$ cat src/rtl/dtg_pkg.sv
package dtg_pkg;

    typedef enum logic [1:0] {
        GM_FREE = 2'b00,
        GM_ANY  = 2'b01,
        GM_ALL  = 2'b10,
        GM_EXT  = 2'b11
    } gate_mode_e;

    typedef enum logic [2:0] {
        A_SYS_POL = 3'd0,
        A_WD_POL  = 3'd1,
        A_WD_RLD  = 3'd2,
        A_WD_SVC  = 3'd3,
        A_SYS_CNT = 3'd4,
        A_TS_CNT  = 3'd5,
        A_WD_CNT  = 3'd6,
        A_STATUS  = 3'd7
    } reg_addr_e;

    localparam int MAX_CORES = 32;

    typedef struct packed {
        gate_mode_e             mode;
        logic [MAX_CORES-1:0]   mask;
    } policy_t;

    function automatic logic pause_needed(policy_t pol, logic [MAX_CORES-1:0] halted, logic ext);
        logic hit;
        unique case (pol.mode)
            GM_ANY:  hit = |(pol.mask & halted);
            GM_ALL:  hit = (pol.mask != '0) && ((pol.mask & ~halted) == '0);
            GM_EXT:  hit = ext;
            default: hit = 1'b0;
        endcase
        return hit;
    endfunction

endpackage

$ cat src/rtl/dtg_sync.sv
module dtg_sync #(
    parameter int W = 1
) (
    input  logic         clk,
    input  logic         rst,
    input  logic [W-1:0] d_i,
    output logic [W-1:0] q_o
);
    logic [W-1:0] stage1_q;
    logic [W-1:0] stage2_q;

    always_ff @(posedge clk) begin
        if (rst) begin
            stage1_q <= '0;
            stage2_q <= '0;
        end else begin
            stage1_q <= d_i;
            stage2_q <= stage1_q;
        end
    end

    assign q_o = stage2_q;
endmodule

$ cat src/rtl/dtg_policy.sv
module dtg_policy
    import dtg_pkg::*;
#(
    parameter int NCORES = 4
) (
    input  logic              clk,
    input  logic              rst,
    input  policy_t           pol_i,
    input  logic [NCORES-1:0] halted_i,
    input  logic              ext_i,
    output logic              run_o
);
    assign run_o = !pause_needed(pol_i, MAX_CORES'(halted_i), ext_i);

    // free mode always runs
    a_r2_free_runs: assert property (@(posedge clk) disable iff (rst)
        (pol_i.mode == GM_FREE) |-> run_o);

    // empty mask in core modes always runs
    a_r5_empty_mask_runs: assert property (@(posedge clk) disable iff (rst)
        ((pol_i.mode == GM_ANY || pol_i.mode == GM_ALL) && pol_i.mask == '0) |-> run_o);
endmodule

$ cat src/rtl/dtg_wdog.sv
module dtg_wdog #(
    parameter int          W    = 16,
    parameter logic [W-1:0] INIT = W'(1000)
) (
    input  logic         clk,
    input  logic         rst,
    input  logic         run_i,
    input  logic         svc_i,
    input  logic [W-1:0] reload_i,
    output logic [W-1:0] cnt_o,
    output logic         expire_o
);
    logic [W-1:0] cnt_q;
    logic         exp_q;

    always_ff @(posedge clk) begin
        if (rst) begin
            cnt_q <= INIT;
            exp_q <= 1'b0;
        end else begin
            exp_q <= run_i && !svc_i && (cnt_q == '0);
            if (svc_i) begin
                cnt_q <= reload_i;
            end else if (run_i) begin
                cnt_q <= (cnt_q == '0) ? reload_i : cnt_q - 1'b1;
            end
        end
    end

    assign cnt_o    = cnt_q;
    assign expire_o = exp_q;

    // a paused watchdog holds its count
    a_r11_hold_when_paused: assert property (@(posedge clk) disable iff (rst)
        (!run_i && !svc_i) |=> $stable(cnt_q));

    // no expiry out of a paused cycle
    a_r11_no_expire_paused: assert property (@(posedge clk) disable iff (rst)
        !run_i |=> !expire_o);
endmodule

$ cat src/rtl/dbg_timer_gate.sv
module dbg_timer_gate
    import dtg_pkg::*;
#(
    parameter int NCORES  = 4,
    parameter int CW      = 32,
    parameter int WDW     = 16,
    parameter int WD_INIT = 1000
) (
    input  logic              clk,
    input  logic              rst,
    input  logic [NCORES-1:0] core_halt_i,
    input  logic              ext_trig_i,
    input  logic              reg_wr_i,
    input  logic [2:0]        reg_addr_i,
    input  logic [31:0]       reg_wdata_i,
    output logic [31:0]       reg_rdata_o,
    output logic [2:0]        cnt_en_o,
    output logic              wdog_expire_o
);
    localparam int                   NGATED   = 2;
    localparam int                   SYNC_W   = NCORES + 1;
    localparam logic [MAX_CORES-1:0] MASK_ALL = MAX_CORES'((64'd1 << NCORES) - 64'd1);
    localparam policy_t              SYS_RST  = '{mode: GM_ALL, mask: MASK_ALL};
    localparam policy_t              WD_RST   = '{mode: GM_ANY, mask: MASK_ALL};

    logic [SYNC_W-1:0] sync_q;
    logic [NGATED-1:0] run;
    policy_t           pol_q [NGATED];
    logic [WDW-1:0]    wd_reload_q;
    logic [WDW-1:0]    wd_cnt;
    logic [CW-1:0]     sys_cnt_q;
    logic [CW-1:0]     ts_cnt_q;
    logic              wd_svc;
    logic              unused_wdata;

    assign unused_wdata = ^reg_wdata_i;

    dtg_sync #(.W(SYNC_W)) u_sync (
        .clk (clk),
        .rst (rst),
        .d_i ({ext_trig_i, core_halt_i}),
        .q_o (sync_q)
    );

    for (genvar g = 0; g < NGATED; g++) begin : g_gate
        dtg_policy #(.NCORES(NCORES)) u_pol (
            .clk      (clk),
            .rst      (rst),
            .pol_i    (pol_q[g]),
            .halted_i (sync_q[NCORES-1:0]),
            .ext_i    (sync_q[NCORES]),
            .run_o    (run[g])
        );
    end

    function automatic policy_t decode_policy(logic [31:0] wd);
        policy_t p;
        p.mode = gate_mode_e'(wd[1:0]);
        p.mask = MAX_CORES'(wd[NCORES+1:2]);
        return p;
    endfunction

    always_ff @(posedge clk) begin
        if (rst) begin
            pol_q[0]    <= SYS_RST;
            pol_q[1]    <= WD_RST;
            wd_reload_q <= WDW'(WD_INIT);
        end else if (reg_wr_i) begin
            case (reg_addr_e'(reg_addr_i))
                A_SYS_POL: pol_q[0]    <= decode_policy(reg_wdata_i);
                A_WD_POL:  pol_q[1]    <= decode_policy(reg_wdata_i);
                A_WD_RLD:  wd_reload_q <= reg_wdata_i[WDW-1:0];
                default: ;
            endcase
        end
    end

    assign wd_svc = reg_wr_i && (reg_addr_e'(reg_addr_i) == A_WD_SVC);

    always_ff @(posedge clk) begin
        if (rst) begin
            sys_cnt_q <= '0;
            ts_cnt_q  <= '0;
        end else begin
            ts_cnt_q <= ts_cnt_q + 1'b1;
            if (run[0]) sys_cnt_q <= sys_cnt_q + 1'b1;
        end
    end

    dtg_wdog #(.W(WDW), .INIT(WDW'(WD_INIT))) u_wdog (
        .clk      (clk),
        .rst      (rst),
        .run_i    (run[1]),
        .svc_i    (wd_svc),
        .reload_i (wd_reload_q),
        .cnt_o    (wd_cnt),
        .expire_o (wdog_expire_o)
    );

    always_comb begin
        case (reg_addr_e'(reg_addr_i))
            A_SYS_POL: reg_rdata_o = 32'({pol_q[0].mask[NCORES-1:0], pol_q[0].mode});
            A_WD_POL:  reg_rdata_o = 32'({pol_q[1].mask[NCORES-1:0], pol_q[1].mode});
            A_WD_RLD:  reg_rdata_o = 32'(wd_reload_q);
            A_SYS_CNT: reg_rdata_o = 32'(sys_cnt_q);
            A_TS_CNT:  reg_rdata_o = 32'(ts_cnt_q);
            A_WD_CNT:  reg_rdata_o = 32'(wd_cnt);
            A_STATUS:  reg_rdata_o = {29'd0, !run[1], 1'b0, !run[0]};
            default:   reg_rdata_o = '0;
        endcase
    end

    assign cnt_en_o = {run[1], 1'b1, run[0]};

    // frozen system counter holds its value
    a_r7_sys_frozen: assert property (@(posedge clk) disable iff (rst)
        !run[0] |=> $stable(sys_cnt_q));

    // timestamp advances every cycle
    a_r8_ts_free: assert property (@(posedge clk) disable iff (rst)
        !rst |=> ts_cnt_q == $past(ts_cnt_q) + CW'(1));
endmodule

$ cat config.mk
export PLATFORM = sky130hd
export DESIGN_NAME = dbg_timer_gate
export DESIGN_NICKNAME = d
export VERILOG_FILES = /design/src/rtl/dtg_pkg.sv /design/src/rtl/dtg_sync.sv /design/src/rtl/dtg_policy.sv /design/src/rtl/dtg_wdog.sv /design/src/rtl/dbg_timer_gate.sv
export SDC_FILE = /design/constraint.sdc
export NUM_CORES = 1
export LEC_CHECK = 0
export ABC_AREA = 1
export ABC_CLOCK_PERIOD_IN_PS = 1900
export BUFFER_PORTS_ARGS = -buffer_cell sky130_fd_sc_hd__buf_2
export CORE_MARGIN = 1
export CORE_UTILIZATION = 56
export CTS_CLUSTER_DIAMETER = 50
export DETAILED_ROUTE_END_ITERATION = 10
export PLACE_DENSITY = 0.78
export SLEW_MARGIN = 20
export SYNTH_ARGS = -nofsm -noshare
export SYNTH_HDL_FRONTEND = slang
export SYNTH_SLANG_ARGS = --single-unit
$ cat constraint.sdc
create_clock -name clk -period 1.9 [get_ports clk]
set_input_delay 0.19 -clock clk [delete_from_list [all_inputs] [get_ports clk]]
set_output_delay 0.19 -clock clk [all_outputs]
set_load 0.05 [all_outputs]
; ---- After elaboration in Yosys (flattened, before gate mapping)
; Memories as Yosys holds them, arrays and structs flattened.
; Index checks and enable logic that the tools add are counted.
[word_totals]
ff_bits = 107
ram_bits = 12
output_inout_bits = 36
word_cells = 67
mem_count = 1
[op_classes]
addsub = 3
eq_ne = 14
mux = 18
bitwise = 7
n_reduce_logical = 17
[mem_list]
columns = memory, depth, width, read_ports, rd_ports_with_merged_regs, write_ports, line
row1 = pol_q, 2, 6, 2, 0, 2, dbg_timer_gate.sv:28  ; policy_t pol_q [NGATED];
[ops]
columns = cell, n
row1 = 32-bit case mux with 7 select lines, 1
row2 = "32-bit by 1-bit adder with 32-bit output, second input constant", 2
row3 = 32-bit AND, 2
row4 = 32-bit by 4-bit AND with 32-bit output, 2
row5 = 32-bit zero test, 2
row6 = 32-bit nonzero test, 2
row7 = 32-bit OR reduction, 2
row8 = 16-bit two-way mux, 3
row9 = 4-bit inverter with 32-bit output, 1
row10 = 16-bit zero test, 1
row11 = "16-bit by 1-bit subtractor with 16-bit output, second input constant", 1
row12 = "3-bit equality test, second input constant", 4
row13 = 6-bit two-way mux, 2
row14 = 1-bit two-way mux, 10
row15 = "2-bit equality test, second input constant", 4
row16 = "3-bit by 2-bit equality test with 1-bit output, second input constant", 2
row17 = 1-bit case mux with 3 select lines, 2
row18 = 1-bit logical AND, 5
row19 = "2-bit by 1-bit equality test with 1-bit output, second input constant", 2
row20 = "3-bit by 1-bit equality test with 1-bit output, second input constant", 1
row21 = 1-bit zero test, 3
row22 = 3-bit zero test, 1
row23 = "2-bit by 1-bit inequality test with 1-bit output, second input constant", 1
row24 = 1-bit OR, 2
row25 = 2-bit AND reduction, 1

; ---- Longest topological paths before layout
[logic_depth]
word_depth = 8
depth_mapped = 11

; ---- Modules after synthesis
; Synthesis repeated with hierarchy kept, for this count alone.
[hier_totals]
hier_cells = 1159
hier_area_um2 = 7374.6
[by_module_without_submodules]
columns = module, instances, cells_each, area_each_um2
row1 = dbg_timer_gate, 1, 788, 5221.3
row2 = dtg_wdog, 1, 206, 1318.8
row3 = dtg_policy, 2, 67, 274.0
row4 = dtg_sync, 1, 31, 286.5

; ---- Worst setup path before layout
; No wires, ideal clock.
[synth_timing]
path_kind = register to output
from = mem pol_q[0][1] in the netlist's numbering
to = out reg_rdata_o[0]
arrival_time_ps = 1863
required_ps = 1710
slack_ps = -153
stages_incl_launch_ff = 9
path_cell_list = edfxtp_1 > inv_1 > nor2_1 > a21oi_1 > nand3_1 > nand2_2 > buf_2 > nand3_1 > a21oi_1
[synth_rtl]
columns = item, line
row1 = "start, declared", dbg_timer_gate.sv:28
row2 = "end, declared", dbg_timer_gate.sv:16  ; output logic [31:0] reg_rdata_o,

==> impl_metrics.py <==
metrics = {
    "layout": {
        "syn_to_final_growth_pct": 20.2,
        "stdcell_area_um2": 8650,
        "layout_common_cells": "nand2_1 (338), nor2_1 (158), inv_1 (115)",
        "diodes": 0,
        "utilization_pct": 68.8,
        "layout-drive-gt1-share_pct": 15.5,
        "nets": 1271,
        "final_common_cell": "nand2_1",
    },
    "place": {
        "hpwl_um": 15100,
        "place.gp.congestion": 0.947,
        "numPortBuffers": 61,
        "dp_slack_ns": 0.166,
        "placed_cell_area_um2": 7750,
    },
    "power": {
        "power_frac_comb_pct": 14.4,
        "switching_share_pct": 27.1,
        "p_leak_nw": 3.53,
        "clockPowerShare_pct": 46.8,
        "seq_power_share_pct": 38.8,
        "p_per_area_nw_per_um2": 816,
        "p_int_w": 0.00514,
        "switchingPower_w": 0.00192,
        "ir_worst_vdd_uv": 662,
    },
    "timing": {
        "slew-limit-headroom_pct": 60.7,
        "finalMaxSlewViolations": 0,
        "finalHoldViolCount": 0,
        "finClkSkew_ns": 0.00718,
        "fmax_ghz": 0.511,
        "setup_violations": 3,
        "fin_crit_ns": 1.96,
        "post-route-period-util_pct": 103,
        "finalWorstSetupSlack_ns": -0.0559,
        "rsz0062_at_grt": "yes",
        "max_slew.worst_pin.slew_ns": 0.589,
    },
    "route": {
        "route.detailed.drc": 0,
        "drt-total-wl_um": 21400,
        "firstDrtPassIters": 5,
        "vias": 7838,
        "vias_per_cell": 5.56,
        "dr.first_iter.drc_count": 937,
        "wl_per_cell_um": 15.2,
        "antenna_left": 0,
    },
    "clock_tree": {
        "path_clk_slew_ns": 0.06,
        "clock_latency_ns": 0.43,
        "clockBufferDepth": 2,
        "cts_tree": "done",
        "cts_max_level": 4,
        "cts-root-buf": "clkbuf_16",
        "clock-sinks": 119,
        "numCtsBuffers": 17,
    },
    "yosys": {
        "synthFlopType": "dfxtp_1",
        "synth-seq-area-share_pct": 34.8,
        "async_flop_share_pct": 0,
        "synth_fa_ha_area_share_pct": 0.695,
        "syn-num-nets": 1184,
        "synth_top_family_by_area": "simple AND/OR/NAND/NOR gates",
        "yosysWarnings": 0,
        "synth_edf_count": 12,
        "synth_mux_area_share_pct": 0,
        "syn_inst": 1137,
        "syn_area_per_cell_um2": 6.33,
        "synth_compound_area_share_pct": 12.5,
        "synth_xor_area_share_pct": 1.82,
        "ys_ff_latch": 119,
        "yosysUniqueCellTypes": 46,
        "synthesis.area_um2": 7200,
        "synth-simple-area-share_pct": 41.0,
    },
    "setup_path": {
        "end_kind": "primary output",
        "crit_arrival_ns": 1.77,
        "r2r_cells": 8,
        "timing.rr.end": "sys_cnt_q[16]",
        "reg2reg_from": "sys_cnt_q[1]",
        "critical_path_class": "reg -> out",
        "rrSetupSlack_ns": 0.14,
        "crit_fanout": 4,
        "cp-start-kind": "flip-flop",
        "required_ns": 1.71,
    },
    "floorplanning": {
        "core_region_area_um2": 12600,
        "fp.dieH_um": 115,
        "pin_count": 79,
        "start_util_pct": 57.3,
        "die_w_um": 115,
        "rows": 41,
        "dieArea_um2": 13300,
    },
    "grt": {
        "antenna_found_initial": 0,
        "grt_max_degree": 55,
        "grt_pass1_vias": 7026,
        "grt.overflow.total": 0,
        "grt_pass1_wl_um": 34600,
        "grtUsageTotal_pct": 33.8,
    },
    "min_path": {
        "hold_end": "wd_reload_q[5]",
        "min_from": "reg_wdata_i[5]",
        "hold_path_depth": 3,
        "hold_path_class": "in -> reg",
    },
    "run_status": {
        "status": "finished, violations left",
        "violations": "negative setup slack",
    },
    "job": {
        "cap_violations": 0,
    },
}
power groups by stage:
| stage | Sequential [W] | Clock (W) | Combinational [W] |
|---|---|---|---|
| global placement | 0.00278 | 0 | 0.000880 |
| finish | 0.00274 | 0.00330 | 0.00102 |
| detailed placement | 0.00279 | 0 | 0.000892 |
| floorplan | 0.00276 | 0 | 0.000663 |
| global route | 0.00275 | 0.00344 | 0.00111 |
| CTS | 0.00273 | 0.00331 | 0.000971 |
sequential cells by signal, indices dropped and copies added (netlist names):
name             count
sys_cnt_q           32
ts_cnt_q            32
u_wdog.cnt_o        16
wd_reload_q         16
pol_q               12
u_sync.q_o           5
u_sync.stage1_q      5
u_wdog.expire_o      1
routing by layer:
layer | track usage [%] | vias up | part of all wire, %
met3 | 7.59 | 79 | 8.0
met4 | 15.7 | 0 | 4.1
li1 | - | 3851 | -
met2 | 52.8 | 384 | 45
met1 | 44.4 | 3524 | 43
met5 | 0 | - | 0
worst max-delay path by stage:
| stage | startpoint | endpoint | cells past startpoint |
|---|---|---|---|
| 2_1_floorplan | pol_q[0][9] | reg_rdata_o[2] | 9 |
| 3_3_place_gp | reg_addr_i[1] | reg_rdata_o[14] | 7 |
| 3_5_place_dp | reg_addr_i[0] | reg_rdata_o[6] | 8 |
| 4_1_cts | pol_q[0][9] | reg_rdata_o[2] | 10 |
| 5_1_grt | pol_q[0][2] | reg_rdata_o[0] | 8 |
| 6_report | pol_q[0][3] | reg_rdata_o[0] | 8 |
metrics by stage:
| step | setup TNS, ns | instances | power [W] | hold WS, ns |
|---|---|---|---|---|
| floorplan | 0 | 1137 | 0.00342 | 0.297 |
| global placement | 0 | 1357 | 0.00366 | 0.388 |
| detailed placement | 0 | 1357 | 0.00368 | 0.393 |
| CTS | -0.0678 | 1408 | 0.00702 | 0.00456 |
| global route | -0.326 | 1409 | 0.00730 | 0.00253 |
| finish | -0.0876 | 1409 | 0.00706 | 0.00994 |
worst max-delay path, stage by stage (launching register included):
cell and delay (ns):
edfxtp_1 0.46, nand2_1 0.09, o21ai_1 0.07, inv_1 0.08
nand3_2 0.09, nand2_2 0.11, nand3_2 0.08, a21oi_2 0.18
buf_6 0.18
synth_stat cells (all sizes together) (2+ instances only):
master | number | share of area (%)
clkinv | 2 | 0.12
o22ai | 17 | 1.5
a221oi | 3 | 0.36
o211ai | 6 | 0.63
o2111ai | 4 | 0.49
nand4 | 16 | 1.4
ha | 4 | 0.70
xnor2 | 3 | 0.36
o21a | 2 | 0.21
a21oi | 72 | 5.0
xor2 | 12 | 1.5
nand3 | 104 | 7.7
o21ai | 45 | 3.1
nor2 | 179 | 11
clkbuf | 10 | 0.52
dfxtp | 107 | 30
nand2 | 353 | 19
inv | 120 | 6.3
nor3 | 17 | 1.5
or2 | 5 | 0.43
buf | 28 | 2.3
a22oi | 4 | 0.42
a211oi | 5 | 0.52
edfxtp | 12 | 5.0
cells by family (layout without fill, tap and decap cells):
family | after synthesis | after routing
compound gates | 160 | 160
xor+xnor | 15 | 15
fa+ha+maj | 4 | 4
buf+inv | 160 | 260
flops | 119 | 119
other cells | 1 | 1
simple gates | 678 | 678
timing repair:
| action | 4_1_cts | 5_1_grt |
|---|---|---|
| hold buffers | 10 | 0 |
| setup buffers | 8 | 1 |
| endpoints found under the setup margin | 3 | 9 |
| hold endpoints to repair | 10 | 0 |
| pin swaps | 8 | 9 |
| gates cloned | 1 | 0 |
| gates resized for setup | 15 | 20 |
cell type report:
cell class	instances	area (µm²)
Fill cell	1098	3920
Clock inverter	9	125
Timing Repair Buffer	106	767
Clock buffer	23	478
Inverter	122	459
Tap cell	172	215
Multi-Input combinational cell	858	4110
Sequential cell	119	2500
(Power assumes the default switching activity.)
